**src/rtl/cpc_pkg.sv**
```systemverilog
package cpc_pkg;
  typedef enum logic [1:0] {
    SRC_DIV64 = 2'b00,
    SRC_DIV8  = 2'b01,
    SRC_DIV4  = 2'b10,
    SRC_SUB   = 2'b11
  } clk_src_e;

  typedef enum logic [1:0] {
    PS_WAIT,
    PS_RUN,
    PS_IDLE,
    PS_STOP
  } pwr_state_e;

  localparam logic [1:0] ADDR_MODE = 2'd0;
  localparam logic [1:0] ADDR_WAKE = 2'd1;
  localparam logic [1:0] ADDR_CMD  = 2'd2;
endpackage

```
**src/rtl/cpc_edge_sync.sv**
```systemverilog
module cpc_edge_sync (
  input  logic clk,
  input  logic rst_n,
  input  logic async_in,
  output logic rise
);
  logic [2:0] sync_q;

  always_ff @(posedge clk or negedge rst_n) begin
    if (!rst_n) sync_q <= 3'b000;
    else        sync_q <= {sync_q[1:0], async_in};
  end

  assign rise = sync_q[1] & ~sync_q[2];
endmodule

```
**src/rtl/cpc_clk_gen.sv**
```systemverilog
module cpc_clk_gen
  import cpc_pkg::*;
#(
  parameter int DIV_FAST = 4,
  parameter int DIV_MID  = 8,
  parameter int DIV_SLOW = 64,
  parameter int SUB_DIV  = 4
) (
  input  logic     clk,
  input  logic     rst_n,
  input  logic     run,
  input  clk_src_e sel_req,
  input  logic     sub_tick,
  output logic     cpu_clk,
  output clk_src_e sel_cur
);
  localparam int CW = $clog2(DIV_SLOW / 2 + 1);

  logic [CW-1:0] cnt_q, cnt_d, half_len;
  logic          clk_d, tick, last;
  clk_src_e      sel_d;

  always_comb begin
    case (sel_cur)
      SRC_DIV4: half_len = CW'(DIV_FAST / 2);
      SRC_DIV8: half_len = CW'(DIV_MID / 2);
      SRC_SUB:  half_len = CW'(SUB_DIV / 2);
      default:  half_len = CW'(DIV_SLOW / 2);
    endcase
    tick = (sel_cur == SRC_SUB) ? sub_tick : 1'b1;
    last = (cnt_q == half_len - 1'b1);
  end

  // A high phase always runs to completion; a low phase is frozen while
  // halted and the new source is adopted only when a rising edge is issued.
  always_comb begin
    clk_d = cpu_clk;
    cnt_d = cnt_q;
    sel_d = sel_cur;
    if (cpu_clk) begin
      if (tick) begin
        if (last) begin
          clk_d = 1'b0;
          cnt_d = '0;
        end else begin
          cnt_d = cnt_q + 1'b1;
        end
      end
    end else if (!run) begin
      cnt_d = '0;
    end else if (tick) begin
      if (last) begin
        clk_d = 1'b1;
        cnt_d = '0;
        sel_d = sel_req;
      end else begin
        cnt_d = cnt_q + 1'b1;
      end
    end
  end

  always_ff @(posedge clk or negedge rst_n) begin
    if (!rst_n) begin
      cpu_clk <= 1'b0;
      cnt_q   <= '0;
      sel_cur <= SRC_DIV64;
    end else begin
      cpu_clk <= clk_d;
      cnt_q   <= cnt_d;
      sel_cur <= sel_d;
    end
  end
endmodule

```
**src/rtl/cpc_pwr_fsm.sv**
```systemverilog
module cpc_pwr_fsm
  import cpc_pkg::*;
#(
  parameter int RST_WAIT_LOG2 = 17,
  parameter int IRQ_WAIT_BASE = 8
) (
  input  logic       clk,
  input  logic       rst_n,
  input  logic       cmd_idle,
  input  logic       cmd_stop,
  input  logic       irq,
  input  logic [1:0] wake_code,
  input  logic       cpu_low,
  output logic       run,
  output logic       idle,
  output logic       main_osc_en
);
  localparam int IRQ_MAX_LOG2 = IRQ_WAIT_BASE + 6;
  localparam int WW = ((RST_WAIT_LOG2 > IRQ_MAX_LOG2) ? RST_WAIT_LOG2 : IRQ_MAX_LOG2) + 1;
  localparam logic [WW-1:0] RST_LOAD = WW'((64'd1 << RST_WAIT_LOG2) - 64'd1);

  pwr_state_e    state_q, state_d;
  logic [WW-1:0] wcnt_q, wcnt_d, irq_load;
  logic [7:0]    shamt;

  always_comb begin
    shamt    = 8'(IRQ_WAIT_BASE) + {5'b0, wake_code, 1'b0};
    irq_load = (WW'(1) << shamt) - WW'(1);
  end

  always_comb begin
    state_d = state_q;
    wcnt_d  = wcnt_q;
    case (state_q)
      PS_WAIT: begin
        if (wcnt_q == '0) state_d = PS_RUN;
        else              wcnt_d  = wcnt_q - 1'b1;
      end
      PS_RUN: begin
        if (cmd_stop)      state_d = PS_STOP;
        else if (cmd_idle) state_d = PS_IDLE;
      end
      PS_IDLE: begin
        if (irq) state_d = PS_RUN;
      end
      default: begin
        if (irq) begin
          state_d = PS_WAIT;
          wcnt_d  = irq_load;
        end
      end
    endcase
  end

  always_ff @(posedge clk or negedge rst_n) begin
    if (!rst_n) begin
      state_q <= PS_WAIT;
      wcnt_q  <= RST_LOAD;
    end else begin
      state_q <= state_d;
      wcnt_q  <= wcnt_d;
    end
  end

  assign run         = (state_q == PS_RUN);
  assign idle        = (state_q == PS_IDLE);
  assign main_osc_en = !((state_q == PS_STOP) && cpu_low);
endmodule

```
**src/rtl/cpuclk_pwr_ctrl.sv**
```systemverilog
module cpuclk_pwr_ctrl
  import cpc_pkg::*;
#(
  parameter int DIV_FAST      = 4,
  parameter int DIV_MID       = 8,
  parameter int DIV_SLOW      = 64,
  parameter int SUB_DIV       = 4,
  parameter int RST_WAIT_LOG2 = 17,
  parameter int IRQ_WAIT_BASE = 8
) (
  input  logic       clk,
  input  logic       rst_n,
  input  logic       wr_en,
  input  logic [1:0] wr_addr,
  input  logic [2:0] wr_data,
  input  logic       irq,
  input  logic       sub_clk,
  output logic       cpu_clk,
  output logic       main_osc_en,
  output logic       sub_osc_en
);
  logic [1:0] rst_pipe;
  logic       rst_sync_n;
  clk_src_e   sel_req, sel_cur;
  logic       sub_stop;
  logic [1:0] wake_code;
  logic       cmd_idle, cmd_stop, sub_tick, run, pd_idle, cur_sub;

  always_ff @(posedge clk or negedge rst_n) begin
    if (!rst_n) rst_pipe <= 2'b00;
    else        rst_pipe <= {rst_pipe[0], 1'b1};
  end
  assign rst_sync_n = rst_pipe[1];

  always_ff @(posedge clk or negedge rst_sync_n) begin
    if (!rst_sync_n) begin
      sel_req   <= SRC_DIV64;
      sub_stop  <= 1'b0;
      wake_code <= 2'b00;
    end else if (wr_en) begin
      if (wr_addr == ADDR_MODE) begin
        sel_req  <= clk_src_e'(wr_data[1:0]);
        sub_stop <= wr_data[2];
      end
      if (wr_addr == ADDR_WAKE) wake_code <= wr_data[1:0];
    end
  end

  assign cmd_stop   = wr_en && (wr_addr == ADDR_CMD) && wr_data[1];
  assign cmd_idle   = wr_en && (wr_addr == ADDR_CMD) && wr_data[0] && !wr_data[1];
  assign cur_sub    = (sel_cur == SRC_SUB);
  assign sub_osc_en = !(sub_stop && (sel_req != SRC_SUB) && !cur_sub);

  cpc_edge_sync u_sub_sync (
    .clk      (clk),
    .rst_n    (rst_sync_n),
    .async_in (sub_clk),
    .rise     (sub_tick)
  );

  cpc_pwr_fsm #(
    .RST_WAIT_LOG2 (RST_WAIT_LOG2),
    .IRQ_WAIT_BASE (IRQ_WAIT_BASE)
  ) u_fsm (
    .clk         (clk),
    .rst_n       (rst_sync_n),
    .cmd_idle    (cmd_idle),
    .cmd_stop    (cmd_stop),
    .irq         (irq),
    .wake_code   (wake_code),
    .cpu_low     (!cpu_clk),
    .run         (run),
    .idle        (pd_idle),
    .main_osc_en (main_osc_en)
  );

  cpc_clk_gen #(
    .DIV_FAST (DIV_FAST),
    .DIV_MID  (DIV_MID),
    .DIV_SLOW (DIV_SLOW),
    .SUB_DIV  (SUB_DIV)
  ) u_gen (
    .clk      (clk),
    .rst_n    (rst_sync_n),
    .run      (run),
    .sel_req  (sel_req),
    .sub_tick (sub_tick),
    .cpu_clk  (cpu_clk),
    .sel_cur  (sel_cur)
  );
endmodule

```
**config.mk**
```make
export PLATFORM = sky130hd
export DESIGN_NAME = cpuclk_pwr_ctrl
export DESIGN_NICKNAME = d
export VERILOG_FILES = /design/src/rtl/cpc_pkg.sv /design/src/rtl/cpc_edge_sync.sv /design/src/rtl/cpc_clk_gen.sv /design/src/rtl/cpc_pwr_fsm.sv /design/src/rtl/cpuclk_pwr_ctrl.sv
export SDC_FILE = /design/constraint.sdc
export NUM_CORES = 1
export LEC_CHECK = 0
export BUFFER_PORTS_ARGS = -buffer_cell sky130_fd_sc_hd__buf_2
export CORE_ASPECT_RATIO = 0.8
export CORE_UTILIZATION = 50
export CTS_BUF_LIST = sky130_fd_sc_hd__clkbuf_2 sky130_fd_sc_hd__clkbuf_4 sky130_fd_sc_hd__clkbuf_8
export DETAILED_ROUTE_END_ITERATION = 12
export GPL_TIMING_DRIVEN = 0
export PLACE_DENSITY_LB_ADDON = 0.08
export REMOVE_ABC_BUFFERS = 1
export SETUP_SLACK_MARGIN = 0.1
export SYNTH_ARGS = -nofsm -noshare
export SYNTH_HDL_FRONTEND = slang
export SYNTH_HIERARCHICAL = 1
export SYNTH_SLANG_ARGS = --single-unit
export TNS_END_PERCENT = 20
```
**constraint.sdc**
```tcl
create_clock -name clk -period 1.1 [get_ports clk]
set_clock_uncertainty 0.05 [all_clocks]
set_input_delay 0 -clock clk [delete_from_list [all_inputs] [get_ports clk]]
set_output_delay 0 -clock clk [all_outputs]
set_load 0.005 [all_outputs]
```
==> metrics.cfg, run 1 <==
[place]
io_buffers=12
place_inst=303
hpwl_um=3340
dp_slack_ps=-1770
placed_area_um2=2390
place_congestion=0.814

[sta]
timing.hold.ws_ps=50.9
tns_ps=-23830
rsz0062_at_grt=yes
period_share=2.01
hold_viol_final=0
fin_ws_ps=-1120
fmax_mhz=451
setup_violations=31
period_minus_slack_ps=2220
final_max_slew_viol_count=0

[cells_and_area]
antenna-diode-count=0
final_area_um2=2840
nets=290
num-fill-cells=355
multi_input_area_um2=1360
regArea_um2=1000
area_delta_synth_final_pct=23.6
drive_above_1_share=0.339
final_cells=331
utilization=0.663

[cts]
cts_sinks=39
cts_root_buf=clkbuf_8
cts_tree=built
clock_latency_ps=300
cts_buffer_depth=2
cts_inserted_buffers=5
clk_pin_slew_ps=80
htreeDepth=2

[floorplanning]
die_y_um=62.6
io_pins=13
dieArea_um2=4870
die_width_um=77.8
core_um2=4280
rows=21
initial_utilization=0.536

[yosys]
synthAdderAreaFrac=0.0381
ys_seq_area_frac=0.434
synth_area_leader_cell=dfrtp_1
synth_top_area_share=0.240
ys.flop_type=dfrtp_1
syn_area_per_cell_um2=9.49
synth-simple-area-share=0.247
async_reset_ff_frac=1.00
synth_compound_area_frac=0.166
ys_ff_latch=39
postSynthCellCount=242
ys_types=53
synthTopCellsByCount=dfrtp_1, nor2_1, nand2_1
synthTopCellsByArea=dfrtp_1, dfstp_2, ha_1
synth.mux.area_fraction=0.0594
synth_most_common_cell=dfrtp_1
syn_area_um2=2300
synth_top_family_by_area=simple AND/OR/NAND/NOR gates
ys_warn_count=6
synthXorXnorAreaFrac=0.0191
synth-edff-count=0

[outcome]
violations=setup timing
status=finished with violations

[critical_path]
rr_startpoint=u_fsm/wcnt_q[5]
cp_slowest_cell=or4_4
crit_buf_inv=0
required_ps=1280
startpoint_type=flip-flop
end_kind=flip-flop
cpLargestDelayFamily=simple AND/OR/NAND/NOR gates
crit_fanout=5
cp_common_cell=or4_4
cp_data_arrival_time_ps=2400
slowest_delay_ps=570
crit_chain=or4_4, or4_4, or4_4, a21oi_2
crit_path_start=u_fsm/wcnt_q[5]
worstSetupPathType=reg2reg

[grt]
antenna_found_initial=0
grt_max_degree=38
grt_pass1_vias=1930
grt_pass1_wl_um=9340
overflow=0
grt_use_total=0.246

[route]
drt_iter0_markers=173
post-route-drc-count=0
via_per_inst=5.87
route.antenna.remaining_nets=0
num_vias=1943
wl_um=5210
drt_first_pass_iters=4
wl_per_cell_um=15.7

[pwr]
irDropWorstVdd_v=0.000882
power.leakage_nw=1.13
total_power_mw=3.67
powerDensity_nw_per_um2=1290

[run]
drv_cap=0

[min_path]
worst_hold_path_type=in2reg
min_from=wr_en

[cell families (layout without fill, tap and decap cells)]
| logic type | count (synthesis) | after routing |
|---|---|---|
| AND/OR/NAND/NOR | 102 | 102 |
| multiplexers | 12 | 12 |
| adder cells (fa/ha/maj) | 7 | 7 |
| buffers and inverters | 19 | 51 |
| AO/OA/AOI/OAI | 57 | 57 |
| other | 1 | 1 |
| flip-flops | 39 | 39 |
| XOR/XNOR | 5 | 5 |
[registers in the layout (all words and copies together) (netlist names), 2 cells and up]
name	count
rst_pipe	2
sel_req	2
u_sub_sync/sync_q	3
u_fsm/state_q	2
u_gen/cnt_q	6
u_fsm/wcnt_q	18
u_gen/sel_cur	2
wake_code	2
[path summary, 6_finish.rpt]
kind	end	slack [ps]	cells past startpoint
setup / recovery	u_fsm/wcnt_q[14]	-1120	4
hold / removal	wake_code[0]	50	3
setup reg to reg	u_fsm/wcnt_q[14]	-1120	4
hold reg to reg	u_fsm/wcnt_q[17]	240	0
max in group asynchronous	rst_pipe[1]	360	3
min in group asynchronous	u_fsm/wcnt_q[17]	240	0
[layout make-up]
| class | instances | area share |
|---|---|---|
| Multi-Input combinational cell | 184 | 0.480 |
| Sequential cell | 39 | 0.352 |
| Timing Repair Buffer | 32 | 0.0868 |
| Clock buffer | 6 | 0.0291 |
| Tap cell | 57 | 0.0251 |
| Inverter | 11 | 0.0145 |
| Clock inverter | 2 | 0.0123 |
[layout by cell type (no fill, tap or decap), types with 7 or more instances in the layout]
cell type | synthesis | final
dfstp_2 | 17 | 17
mux2_2 | 7 | 7
nand2_1 | 19 | 18
buf_4 | 0 | 10
o21ai_0 | 11 | 10
dfrtp_1 | 22 | 21
inv_1 | 10 | 8
nor3_1 | 15 | 10
buf_2 | 0 | 11
a21oi_1 | 12 | 11
nor2_1 | 21 | 19
a31oi_1 | 11 | 11
[routing by layer]
metal  vias to the layer above  track usage  share of wire
li1                        957            -              -
met1                       946        0.370           0.52
met2                        34        0.358           0.43
met3                         6       0.0482          0.037
met4                         0       0.0660          0.013
met5                         -            0              0
[worst register-to-register path, stage by stage (launching register included)]
cell	delay [ps]
dfstp_2	370
or4_4	570
or4_4	550
or4_4	490
a21oi_2	130
[power breakdown]
part | switching [mW] | total [mW] | internal, mW
Combinational | 0.284 | 0.592 | 0.308
Sequential | 0.161 | 1.83 | 1.67
Clock | 0.515 | 1.25 | 0.734
[repair_timing]
item	CTS	global route
gates resized for setup	28	10
hold endpoints to repair	8	0
setup endpoints to repair	36	31
gates cloned	0	0
pin swaps	15	4
hold buffers	6	0
buffers inserted	10	4
(Power assumes the default switching activity.)
==> inputs of run 2 (changes only) <==
--- a/config.mk
+++ b/config.mk
@@ -5,7 +5,7 @@
 export SDC_FILE = /design/constraint.sdc
 export NUM_CORES = 1
 export LEC_CHECK = 0
-export BUFFER_PORTS_ARGS = -buffer_cell sky130_fd_sc_hd__buf_2
+export BUFFER_PORTS_ARGS = -buffer_cell sky130_fd_sc_hd__buf_4
 export CORE_ASPECT_RATIO = 0.8
 export CORE_UTILIZATION = 50
 export CTS_BUF_LIST = sky130_fd_sc_hd__clkbuf_2 sky130_fd_sc_hd__clkbuf_4 sky130_fd_sc_hd__clkbuf_8
==> run 2 against run 1 <==
Against the previous run:
- final area rose by 0.22%
- utilization rose by 0.15 points
- non-clock buffer count fell by 4
- register-to-register slack barely moved
- the flow still finishes with violations (setup timing)
- first-iteration DRC count fell by 29%
- worst setup slack improved by 4.0 ps
- global-route usage fell by 0.99 points
- fmax rose by 0.18%
- combinational power fell by 9.1%
- critical path depth did not move
- hold slack barely moved
==> metrics.cfg, run 2 (synthesis results as in run 1) <==
[cts]
htreeDepth=2  ; unchanged
cts_root_buf=clkbuf_8
cts_tree=built
cts_sinks=39  ; unchanged
cts_buffer_depth=2  ; unchanged
clock_latency_ps=290  ; about the same
cts_inserted_buffers=5  ; unchanged
clk_pin_slew_ps=80  ; about the same

[place]
place_inst=303  ; unchanged
place_congestion=0.815  ; +0.22%
io_buffers=12  ; unchanged
hpwl_um=3350  ; +0.37%
placed_area_um2=2420  ; +1.3%

[floorplanning]
die_width_um=77.8  ; unchanged
core_um2=4280  ; unchanged
initial_utilization=0.536  ; unchanged
rows=21  ; unchanged
io_pins=13  ; unchanged
die_y_um=62.6  ; unchanged
dieArea_um2=4870  ; unchanged

[cells_and_area]
area_delta_synth_final_pct=23.9
antenna-diode-count=0  ; unchanged
reg_top3=u_fsm/wcnt_q x18, u_gen/cnt_q x6, u_sub_sync/sync_q x3
top_register=u_fsm/wcnt_q
final_area_um2=2850  ; +0.22%
final_common_cell=dfrtp_1
largest_reg_flops=18  ; unchanged
nets=286  ; -1.4%
num-fill-cells=339  ; -4.5%
drive_above_1_share=0.326  ; -0.0135
utilization=0.665  ; +0.00146
final_cell_mix=dfrtp_1, nor2_1, buf_4
final_cells=327  ; -1.2%

[pwr]
switchingPower_mw=0.980  ; +2.0%
power.leakage_nw=1.12  ; -1.2%
irDropWorstVdd_v=0.00100  ; +13%
pwr-share-clk=0.375  ; +0.034
comb_power_share=0.140  ; -0.021
switching_share=0.255  ; -0.00715
internal_power_mw=2.87  ; +5.9%
powerDensity_nw_per_um2=1350  ; +4.6%
seq_power_share=0.485  ; -0.013

[critical_path]
startpoint_type=flip-flop
end_kind=flip-flop
required_ps=1280  ; about the same
reg2reg_depth=4  ; unchanged
crit_fanout=6  ; +1
r2r-end=u_fsm/wcnt_q[14]
rr_startpoint=u_fsm/wcnt_q[5]
rrSetupSlack_ps=-1110  ; about the same
worstSetupPathType=reg2reg
cp_data_arrival_time_ps=2390  ; about the same

[min_path]
min_from=wr_addr[1]
whs_path_depth=3  ; unchanged
worst_hold_path_type=in2reg
hold_end=sel_req[0]

[sta]
fmax_mhz=452  ; +0.18%
setup_violations=31  ; unchanged
final_max_slew_viol_count=0  ; unchanged
hold_viol_final=0  ; unchanged
rsz0062_at_grt=yes
max_slew_margin=0.498
period_share=2.01  ; -0.00363
fin_ws_ps=-1110  ; +3.99 ps
period_minus_slack_ps=2210  ; -3.99 ps
worstMarginPinSlew_ps=747

[route]
wl_um=5280  ; +1.3%
drt_iter0_markers=123  ; -29%
drt_first_pass_iters=4  ; unchanged
num_vias=1929  ; -0.72%
post-route-drc-count=0  ; unchanged
route.antenna.remaining_nets=0  ; unchanged
wl_per_cell_um=16.1  ; +2.5%
via_per_inst=5.90  ; +0.49%

[outcome]
violations=setup timing
status=finished with violations

[grt]
grt_use_total=0.236  ; -0.00993
overflow=0  ; unchanged
grtUsageMet2=0.345  ; -0.0133
grt-busiest-layer=met1
grt_use_met1=0.361  ; -0.00911
grt_pass1_wl_um=9090  ; -2.7%
antenna_found_initial=0  ; unchanged
grt_max_degree=38  ; unchanged
grt_pass1_vias=1884  ; -2.4%
use_met3=0.0526  ; +0.00438

[run]
drv_cap=0  ; unchanged

## run 2: changes by cell type in the layout (fill, tap and decap cells not counted), moves of 2 or more
cell	before	now
buf_2	11	0
buf_4	10	20
buf_6	5	2
nand2b_4	0	2
## run 2: power groups by stage
stage | Combinational [mW] | Sequential [mW] | Clock (mW)
2_1_floorplan | 0.299 | 1.83 | 0
4_1_cts | 0.522 | 1.85 | 1.47
3_3_place_gp | 0.384 | 1.89 | 0
3_5_place_dp | 0.396 | 1.89 | 0
6_report | 0.538 | 1.86 | 1.44
5_1_grt | 0.594 | 1.91 | 1.55
## run 2: timing repair
| item | in CTS | in global routing |
|---|---|---|
| cloned | 0 | 0 |
| hold buffers | 6 | 0 |
| setup buffers | 9 | 1 |
| hold endpoints to repair | 8 | 0 |
| setup endpoints to repair | 32 | 31 |
| pin swaps | 14 | 0 |
| resized for setup | 21 | 12 |
## run 2: critical path: stages, from the launching register on
cell	delay (ps)
dfstp_2	370
or4_4	570
or4_4	550
or4_4	490
a21oi_2	120
## run 2: area by class of cell
cell class / instances / area [um2] / area share
clock buffer: 5 / 68.8 / 0.0242
clock inverter: 3 / 67.6 / 0.0237
inverter: 11 / 41.3 / 0.0145
multi-input combinational: 184 / 1360 / 0.479
sequential: 39 / 1000 / 0.352
tap: 57 / 71.3 / 0.0251
timing repair buffer: 28 / 233 / 0.0818
## run 2: metal layers
layer | vias to the layer above | share of wire
met5 | - | 0
met4 | 0 | 0.0055
met3 | 4 | 0.039
met1 | 938 | 0.52
met2 | 39 | 0.43
li1 | 948 | -
## run 2: per-stage QoR
stage	total power, mW	hold slack, ps	TNS, ps	worst slack, ps
global placement	2.27	-267	-49180	-1710
finish	3.85	50.5	-24080	-1110
floorplan	2.13	-346	-25280	-1380
CTS	3.84	45.9	-23600	-1110
global route	4.05	48.7	-26320	-1180
detailed placement	2.28	-266	-33190	-1750
## run 2: worst max-delay path by stage
stage                                 from                to
after floorplan           u_fsm/state_q[0]  u_fsm/wcnt_q[14]
after global placement    u_fsm/state_q[0]  u_fsm/wcnt_q[14]
after detailed placement  u_fsm/state_q[0]  u_fsm/wcnt_q[14]
after CTS                  u_fsm/wcnt_q[5]  u_fsm/wcnt_q[14]
after global routing       u_fsm/wcnt_q[5]  u_fsm/wcnt_q[14]
final                      u_fsm/wcnt_q[5]  u_fsm/wcnt_q[14]
